<file path="src/rtl/wfg_pkg.sv">
package wfg_pkg;
   localparam int CODE_W = 5;
   typedef logic [CODE_W-1:0] fs_code_t;
   localparam fs_code_t SW_CODE_RST   = 5'b00010;
   localparam fs_code_t SAFE_CODE_RST = 5'b00010;
endpackage

</file>
<file path="src/rtl/wfg_strap.sv">
module wfg_strap
   import wfg_pkg::*;
(
   input  logic     clk,
   input  logic     rst_n,
   input  logic     pwr_ok_n,
   input  fs_code_t strap_in,
   input  logic     mode_in,
   output fs_code_t code_q,
   output logic     mode_q,
   output logic     locked_q
);
   logic seen_q;

   always_ff @(posedge clk or negedge rst_n) begin
      if (!rst_n) begin
         code_q   <= '0;
         mode_q   <= 1'b0;
         seen_q   <= 1'b0;
         locked_q <= 1'b0;
      end else if (!locked_q) begin
         if (!pwr_ok_n) begin
            code_q <= strap_in;
            mode_q <= mode_in;
            seen_q <= 1'b1;
         end else if (seen_q) begin
            locked_q <= 1'b1;
         end
      end
   end
endmodule

</file>
<file path="src/rtl/wfg_wdt.sv">
module wfg_wdt #(
   parameter int DEPTH_W   = 7,
   parameter int DEPTH_RST = 8
) (
   input  logic               clk,
   input  logic               rst_n,
   input  logic               tick,
   input  logic               wd_we,
   input  logic               wd_en_in,
   input  logic               depth_we,
   input  logic [DEPTH_W-1:0] depth_in,
   output logic               running,
   output logic               timeout,
   output logic [DEPTH_W-1:0] depth_rd,
   output logic               expire
);
   localparam logic [DEPTH_W-1:0] DEPTH_INIT = DEPTH_W'(DEPTH_RST);
   localparam logic [DEPTH_W-1:0] ONE        = DEPTH_W'(1);

   logic [DEPTH_W-1:0] depth_q, cnt_q;

   assign expire   = tick & running & ~wd_we & (cnt_q <= ONE);
   assign depth_rd = running ? cnt_q : depth_q;

   always_ff @(posedge clk or negedge rst_n) begin
      if (!rst_n) begin
         depth_q <= DEPTH_INIT;
         cnt_q   <= '0;
         running <= 1'b0;
         timeout <= 1'b0;
      end else begin
         if (depth_we)
            depth_q <= depth_in;
         if (wd_we) begin
            if (wd_en_in) begin
               cnt_q   <= depth_q;
               running <= 1'b1;
               timeout <= 1'b0;
            end else begin
               running <= 1'b0;
            end
         end else if (expire) begin
            cnt_q   <= '0;
            running <= 1'b0;
            timeout <= 1'b1;
         end else if (tick && running) begin
            cnt_q <= cnt_q - ONE;
         end
      end
   end
endmodule

</file>
<file path="src/rtl/wfg_sel.sv">
module wfg_sel
   import wfg_pkg::*;
(
   input  logic     clk,
   input  logic     rst_n,
   input  logic     cfg_we,
   input  logic     sel_en_in,
   input  fs_code_t sw_code_in,
   input  logic     mn_en_in,
   input  logic     safe_en_in,
   input  fs_code_t safe_code_in,
   input  logic     expire,
   input  fs_code_t strap_code,
   output fs_code_t fs_code,
   output logic     mn_mode,
   output logic     safe_en_q,
   output fs_code_t safe_code_q
);
   logic     sel_en_q;
   fs_code_t sw_code_q;

   assign fs_code = sel_en_q ? sw_code_q : strap_code;

   always_ff @(posedge clk or negedge rst_n) begin
      if (!rst_n) begin
         sel_en_q    <= 1'b0;
         sw_code_q   <= SW_CODE_RST;
         mn_mode     <= 1'b0;
         safe_en_q   <= 1'b0;
         safe_code_q <= SAFE_CODE_RST;
      end else if (expire) begin
         mn_mode <= 1'b0;
         if (safe_en_q) begin
            sw_code_q <= safe_code_q;
            sel_en_q  <= 1'b1;
         end else begin
            sel_en_q  <= 1'b0;
         end
      end else if (cfg_we) begin
         sel_en_q    <= sel_en_in;
         sw_code_q   <= sw_code_in;
         mn_mode     <= mn_en_in;
         safe_en_q   <= safe_en_in;
         safe_code_q <= safe_code_in;
      end
   end
endmodule

</file>
<file path="src/rtl/wfg_pin.sv">
module wfg_pin #(
   parameter int PULSE_TICKS = 1,
   parameter bit HAS_RST_PIN = 1'b1
) (
   input  logic clk,
   input  logic rst_n,
   input  logic tick,
   input  logic expire,
   input  logic mode_q,
   input  logic clk_src,
   output logic pin_oe,
   output logic pin_drv
);
   localparam int PW = $clog2(PULSE_TICKS + 1);

   generate
      if (HAS_RST_PIN) begin : g_rst
         logic [PW-1:0] pcnt_q;
         always_ff @(posedge clk or negedge rst_n) begin
            if (!rst_n)
               pcnt_q <= '0;
            else if (expire && mode_q)
               pcnt_q <= PW'(PULSE_TICKS);
            else if (tick && pcnt_q != '0)
               pcnt_q <= pcnt_q - PW'(1);
         end
         assign pin_oe  = mode_q ? (pcnt_q != '0) : 1'b1;
         assign pin_drv = mode_q ? 1'b0 : clk_src;
      end else begin : g_clk
         logic unused_in;
         assign unused_in = ^{clk, rst_n, tick, expire, mode_q};
         assign pin_oe    = 1'b1;
         assign pin_drv   = clk_src;
      end
   endgenerate
endmodule

</file>
<file path="src/rtl/wfg_guard.sv">
module wfg_guard
   import wfg_pkg::*;
#(
   parameter int DEPTH_W     = 7,
   parameter int DEPTH_RST   = 8,
   parameter int PULSE_TICKS = 1,
   parameter bit HAS_RST_PIN = 1'b1
) (
   input  logic               clk,
   input  logic               rst_n,
   input  logic               pwr_ok_n,
   input  logic [4:0]         strap_fs,
   input  logic               strap_mode,
   input  logic               tick,
   input  logic               cfg_we,
   input  logic               sel_en_in,
   input  logic [4:0]         sw_code_in,
   input  logic               mn_en_in,
   input  logic               safe_en_in,
   input  logic [4:0]         safe_code_in,
   input  logic               depth_we,
   input  logic [DEPTH_W-1:0] depth_in,
   input  logic               wd_we,
   input  logic               wd_en_in,
   input  logic               clk_src,
   output logic [4:0]         fs_code,
   output logic [4:0]         strap_code,
   output logic               mn_mode,
   output logic               wd_running,
   output logic               wd_timeout,
   output logic [DEPTH_W-1:0] depth_rd,
   output logic               pin_oe,
   output logic               pin_drv
);
   generate
      if (DEPTH_W < 1 || DEPTH_W > 16) begin : g_bad_w
         $error("wfg_guard: DEPTH_W out of range");
      end
      if (DEPTH_RST < 0 || DEPTH_RST >= (1 << DEPTH_W)) begin : g_bad_rst
         $error("wfg_guard: DEPTH_RST does not fit DEPTH_W");
      end
      if (PULSE_TICKS < 1) begin : g_bad_pulse
         $error("wfg_guard: PULSE_TICKS must be at least 1");
      end
   endgenerate

   logic     mode_q, locked_q, expire, safe_en_q;
   fs_code_t safe_code_q;

   wfg_strap u_strap (
      .clk(clk), .rst_n(rst_n), .pwr_ok_n(pwr_ok_n),
      .strap_in(strap_fs), .mode_in(strap_mode),
      .code_q(strap_code), .mode_q(mode_q), .locked_q(locked_q)
   );

   wfg_wdt #(.DEPTH_W(DEPTH_W), .DEPTH_RST(DEPTH_RST)) u_wdt (
      .clk(clk), .rst_n(rst_n), .tick(tick),
      .wd_we(wd_we), .wd_en_in(wd_en_in),
      .depth_we(depth_we), .depth_in(depth_in),
      .running(wd_running), .timeout(wd_timeout),
      .depth_rd(depth_rd), .expire(expire)
   );

   wfg_sel u_sel (
      .clk(clk), .rst_n(rst_n), .cfg_we(cfg_we),
      .sel_en_in(sel_en_in), .sw_code_in(sw_code_in),
      .mn_en_in(mn_en_in), .safe_en_in(safe_en_in),
      .safe_code_in(safe_code_in), .expire(expire),
      .strap_code(strap_code), .fs_code(fs_code), .mn_mode(mn_mode),
      .safe_en_q(safe_en_q), .safe_code_q(safe_code_q)
   );

   wfg_pin #(.PULSE_TICKS(PULSE_TICKS), .HAS_RST_PIN(HAS_RST_PIN)) u_pin (
      .clk(clk), .rst_n(rst_n), .tick(tick), .expire(expire),
      .mode_q(mode_q), .clk_src(clk_src),
      .pin_oe(pin_oe), .pin_drv(pin_drv)
   );
endmodule

</file>
<file path="config.mk">
export PLATFORM = sky130hd
export DESIGN_NAME = wfg_guard
export DESIGN_NICKNAME = d
export VERILOG_FILES = /design/src/rtl/wfg_pkg.sv /design/src/rtl/wfg_strap.sv /design/src/rtl/wfg_wdt.sv /design/src/rtl/wfg_sel.sv /design/src/rtl/wfg_pin.sv /design/src/rtl/wfg_guard.sv
export SDC_FILE = /design/constraint.sdc
export NUM_CORES = 1
export LEC_CHECK = 0
export BUFFER_PORTS_ARGS = -buffer_cell sky130_fd_sc_hd__buf_2
export CORE_MARGIN = 2
export CORE_UTILIZATION = 46
export DETAILED_ROUTE_END_ITERATION = 16
export PLACE_DENSITY = 0.75
export SLEW_MARGIN = 20
export SYNTH_ARGS = -nofsm -noshare
export SYNTH_HDL_FRONTEND = slang
export SYNTH_SLANG_ARGS = --single-unit
</file>
<file path="constraint.sdc">
create_clock -name clk -period 1.9 [get_ports clk]
set_input_delay 0.19 -clock clk [delete_from_list [all_inputs] [get_ports clk]]
set_output_delay 0.19 -clock clk [all_outputs]
set_load 0.005 [all_outputs]
</file>
Word level (Yosys, flattened, before mapping)
Index checks and enable logic that the tools add are counted.

word-level totals
  word-level logic and storage cells = 65
  output and inout bits = 22
  flip-flop bits (word level) = 38

operators by class
  bitwise logic cells = 7
  magnitude comparators = 1
  muxes and demuxes = 27
  reduce and logical (&&, ||, !) cells = 12
  eq/ne operators = 2
  add/sub/neg operators = 2

operator list
  operator                                                                          count
  7-bit 2-to-1 mux                                                                  5
  5-bit 2-to-1 mux                                                                  4
  1-bit 2-to-1 mux                                                                  18
  2-bit AND reduction                                                               5
  7-bit by 1-bit less-or-equal comparator with 1-bit output, second input constant  1
  7-bit by 1-bit subtractor with 7-bit output, second input constant                1
  2-bit nonzero test                                                                3
  1-bit inverter                                                                    4
  1-bit AND                                                                         3
  1-bit logical AND                                                                 3
  3-bit nonzero test                                                                1
  2-bit by 1-bit != test with 1-bit output, second input constant                   1
  2-bit != test, second input constant                                              1
  1-bit subtractor, second input constant                                           1

Logic depth before layout (Yosys ltp)
  depth after elaboration = 5
  gate-level depth with buffers = 8
  mapped depth without buffers = 6

By module
Synthesis repeated with hierarchy kept, for this count alone.

unflattened totals
  cell total of the unflattened synthesis = 162
  area total of the unflattened synthesis = 2015.7 um2

modules (own cells, without submodules)
  module     cells each  times used  area each (um2)
  wfg_wdt    89          1           953.4
  wfg_sel    50          1           716.9
  wfg_strap  17          1           294.0
  wfg_pin    6           1           51.3

Least setup slack after synthesis
Ideal clock, no wire load.

  path type = register to register
  from = register u_wdt.cnt_q[4]
  to = register u_sel.safe_code_q[0]
  setup slack = -0.143 ns
  setup time = 0.125 ns
  buffers on the path = 2
  stages on the path, launching flop included = 7
  required time = 1.775 ns
  data arrival time = 1.918 ns
  cells stage by stage = dfrtp_1 -> or3_4 -> or4_4 -> buf_6 -> nand2_2 -> buf_6 -> mux2_4

between the ends
  longest elaborated chain between the ends = 4

ends and longest elaborated chain
  item                                                       RTL line       text
  start: declaration                                         wfg_wdt.sv:20  logic [DEPTH_W-1:0] depth_q, cnt_q;
  start signal: assignment                                   wfg_wdt.sv:36  cnt_q <= depth_q;
  start signal: assignment                                   wfg_wdt.sv:47  cnt_q <= cnt_q - ONE;
  7-bit by 1-bit less-or-equal comparator with 1-bit output  wfg_wdt.sv:22  assign expire = tick & running & ~wd_we & (cnt_q <= ONE);
  1-bit AND                                                  wfg_wdt.sv:22
  1-bit inverter (no line)                                   -
  2-bit AND reduction (no line)                              -
  end signal: assignment                                     wfg_sel.sv:44  safe_code_q <= safe_code_in;
  end: declaration                                           wfg_sel.sv:17  output fs_code_t safe_code_q

Every way passes these cells.
A chain may end at the register's enable or synchronous reset.

Worst setup path after layout
  from = register u_wdt.cnt_q[3]
  to = register u_wdt.cnt_q[2]

between the ends
  longest elaborated chain between the ends = 4
  elaborated cells between the ends (all ways) = 6
  classes of those cells = order compare: 1; mux: 2; bitwise: 1; reduce/logical: 2

ends and longest elaborated chain
  item                                                               RTL line
  7-bit by 1-bit less-or-equal comparator with 1-bit output (*)      wfg_wdt.sv:22
  1-bit AND (*)                                                      wfg_wdt.sv:22
  3-bit nonzero test (no line) or 7-bit 2-to-1 mux (tied branches)   -
  2-bit AND reduction (no line) or 7-bit 2-to-1 mux (tied branches)  -

Every way passes the cells marked *; elsewhere a longest branch is shown, timed or not.

==> flow_summary_export.csv <==
group,metric,value,unit
floorplanning,die_w,68.6,um
timing,finalClockSkew,9.03,ps
power_and_ir_drop,peakVddDrop,617,uV
timing,fin_crit_sh,98.7,%
layout,area_growth,29.7,%
logic_synthesis,synth-async-reset-ratio,100,%
floorplanning,core_area,4000,um^2
clock_network,clk_path_buf_depth,2,
timing,fin_hold_ws,123,ps
worst_setup_path,critical-path-top-delay-family,"simple AND/OR/NAND/NOR gates",
floorplanning,start_util,47.9,%
worst_hold_path,holdCritPathClass,"primary input to flip-flop",
power_and_ir_drop,p_leak,1.15,nW
timing,hold_viol_final,0,
global_route,antenna_found_initial,0,
worst_setup_path,slowest_delay,500,ps
timing,rsz0062_at_grt,"true",
layout,drive_gt1_share,57.0,%
logic_synthesis,synth-seq-area-share,49.8,%
timing,min_period,1880,ps
timing,slew_headroom,66.1,%
global_route,grt_pass1_vias,1408,
logic_synthesis,netlist_area,1920,um^2
global_route,grtUsageMet3,3.90,%
global_route,grtUsageMet1,27.8,%
global_route,busiest_layer,"met2",
logic_synthesis,syn_nets,191,
placement,gp_congestion,0.851,
layout,final_area,2490,um^2
logic_synthesis,dominantRegCellSynth,"dfrtp_1",
timing,report.final.slew_viol_count,0,
placement,postPlaceCellArea,2350,um^2
drt,dr.first_iter.drc_count,86,
clock_network,cts_tree,"done",
worst_setup_path,crit_arrival,2050,ps
drt,first_pass_iters,4,
logic_synthesis,synth_edf_count,0,
global_route,grt-ovfl-total,0,
clock_network,root_buffer,"clkbuf_8",
placement,dp_hpwl,3200,um
worst_setup_path,path_class,"flip-flop to flip-flop",
placement,dpl.cell_count,268,
layout,n_antenna_cell,0,
worst_setup_path,crit_path_start_kind,"flip-flop",
drt,ant_nets,0,
clock_network,clock_sinks,38,
job,maxCapViolations,0,
worst_setup_path,cpMaxStageDelayCell,"or4_4",
worst_setup_path,path_cells,"or3_4 > or4_4 > and4_1 > a221o_1",
worst_setup_path,worst_ep_required_time,2070,ps
drt,avgViaCountPerCell,5.33,
timing,worst_pin_slew,507,ps
floorplanning,die_height,68.6,um
drt,vias,1482,
clock_network,cts_buffers,5,
clock_network,clock_latency,290,ps
global_route,grt_start_max_net_pins,17,
drt,routed_wl,4260,um
logic_synthesis,synth_cell_type_count,44,
worst_setup_path,crit_path_max_fanout,5,
timing,max_freq,533,MHz
worst_setup_path,endpoint_kind,"flip-flop",
layout,fin_cells,278,
placement,io_buffers,56,
logic_synthesis,netlist_instances,154,
clock_network,cts.clk_slew.worst_paths,70,ps
worst_setup_path,crit_buf_inv,0,
logic_synthesis,syn_avg_cell_area,12.4,um^2
floorplanning,placementRows,23,
timing,final-setup-viol-count,0,
floorplanning,io_pins,57,
global_route,use_met2,30.2,%
status,status,"complete, no violations",
floorplanning,dieArea,4700,um^2
layout,finalCoreUtilization,62.2,%
power_and_ir_drop,power_density,870,nW/um^2
worst_setup_path,r2r_slack,20,ps
clock_network,htree_levels,2,
logic_synthesis,yosysWarnings,0,
global_route,grt_pass1_wl,6760,um
drt,drcViolationCount,0,
logic_synthesis,ys_ff_latch,38,
layout,final_nets,264,
drt,routedWlPerCell,15.3,um
timing,setup_tns,0,ps
global_route,grt_use_total,19.8,%
## metrics by stage
stage          setup WS (ps)  power [W]
2_1_floorplan          -94.1    0.00131
3_3_place_gp            38.4    0.00157
3_5_place_dp            22.0    0.00158
4_1_cts                 6.99    0.00216
5_1_grt                -24.7    0.00227
6_report                24.1    0.00216
## layer usage
layer	vias up	routed length (um)
li1	726	-
met1	689	1870
met3	6	309
met2	61	2020
met4	0	68
met5	-	0
## kinds of logic after synthesis
group,synth area share (%)
flip-flops,49.8
adder cells (fa/ha/maj),1.31
AO/OA/AOI/OAI,11.9
multiplexers,20.8
AND/OR/NAND/NOR,12.7
buffers and inverters,3.52
## worst register-to-register path: cells and delay by family, from the launching register on
| kind | cells | cell delay (ps) |
|---|---|---|
| and+or+nand+nor | 3 | 1120 |
| DFF | 1 | 380 |
| AOI/OAI and AO/OA | 1 | 250 |
## registers in the layout, indices dropped and copies added (netlist names), 5 cells and up
signal	flops
u_wdt.cnt_q	7
u_wdt.depth_q	7
u_sel.safe_code_q	5
u_sel.sw_code_q	5
u_strap.code_q	5
## synthesized netlist by cell type, types with 3 or more instances
master | number | area share, %
mux2_4 | 5 | 3.9
nor2_1 | 7 | 1.4
inv_1 | 6 | 1.2
nand3b_1 | 6 | 2.3
mux2_2 | 26 | 15
a21oi_1 | 3 | 0.78
dfstp_2 | 3 | 4.1
o221a_2 | 5 | 2.9
dfrtp_1 | 35 | 46
nand2_1 | 9 | 1.8
o21ai_0 | 4 | 1.0
clkbuf_1 | 4 | 0.78
o31ai_1 | 4 | 1.6
## power by group
part           switching (W)  internal, W  total (W)
Sequential         0.0000858     0.000918    0.00100
Clock               0.000282     0.000293   0.000575
Combinational       0.000247     0.000336   0.000583
Total               0.000615      0.00155    0.00216
## path summary, 6_finish.rpt
kind | from | end | cells past startpoint
max in group asynchronous | rst_n | u_sel.sw_code_q[1] | 3
max | u_wdt.cnt_q[3] | u_wdt.cnt_q[2] | 4
min reg2reg | u_strap.locked_q | u_strap.locked_q | 1
max reg2reg | u_wdt.cnt_q[3] | u_wdt.cnt_q[2] | 4
min | pwr_ok_n | u_strap.locked_q | 2
min in group asynchronous | rst_n | u_wdt.cnt_q[6] | 2
## placed cells by master (no fill, tap or decap), types with 3 or more instances in the layout
cell       n
mux2_2    26
a21oi_1    3
o31ai_1    4
nor2_1     7
clkbuf_8   6
mux2_4     6
dfrtp_1   35
buf_2     56
dfstp_2    3
o21ai_0    4
nand3b_1   6
o221a_2    5
nand2_1    9
inv_1      5
buf_4     15
## area by class of cell
cell class / count / area [um^2]
clock buffer: 7 / 86.3
clock inverter: 1 / 5.00
fill: 324 / 1510
inverter: 6 / 22.5
multi-input combinational: 103 / 941
sequential: 38 / 955
tap: 50 / 62.6
timing repair buffer: 73 / 414
## what timing repair did
action / CTS / global route
hold buffers: 1 / 0
gates resized for setup: 0 / 6
endpoints found under the hold margin: 9 / 0
setup endpoints to repair: 0 / 8
buffers inserted: 0 / 1
No activity file was read; power rests on OpenSTA's default activity.
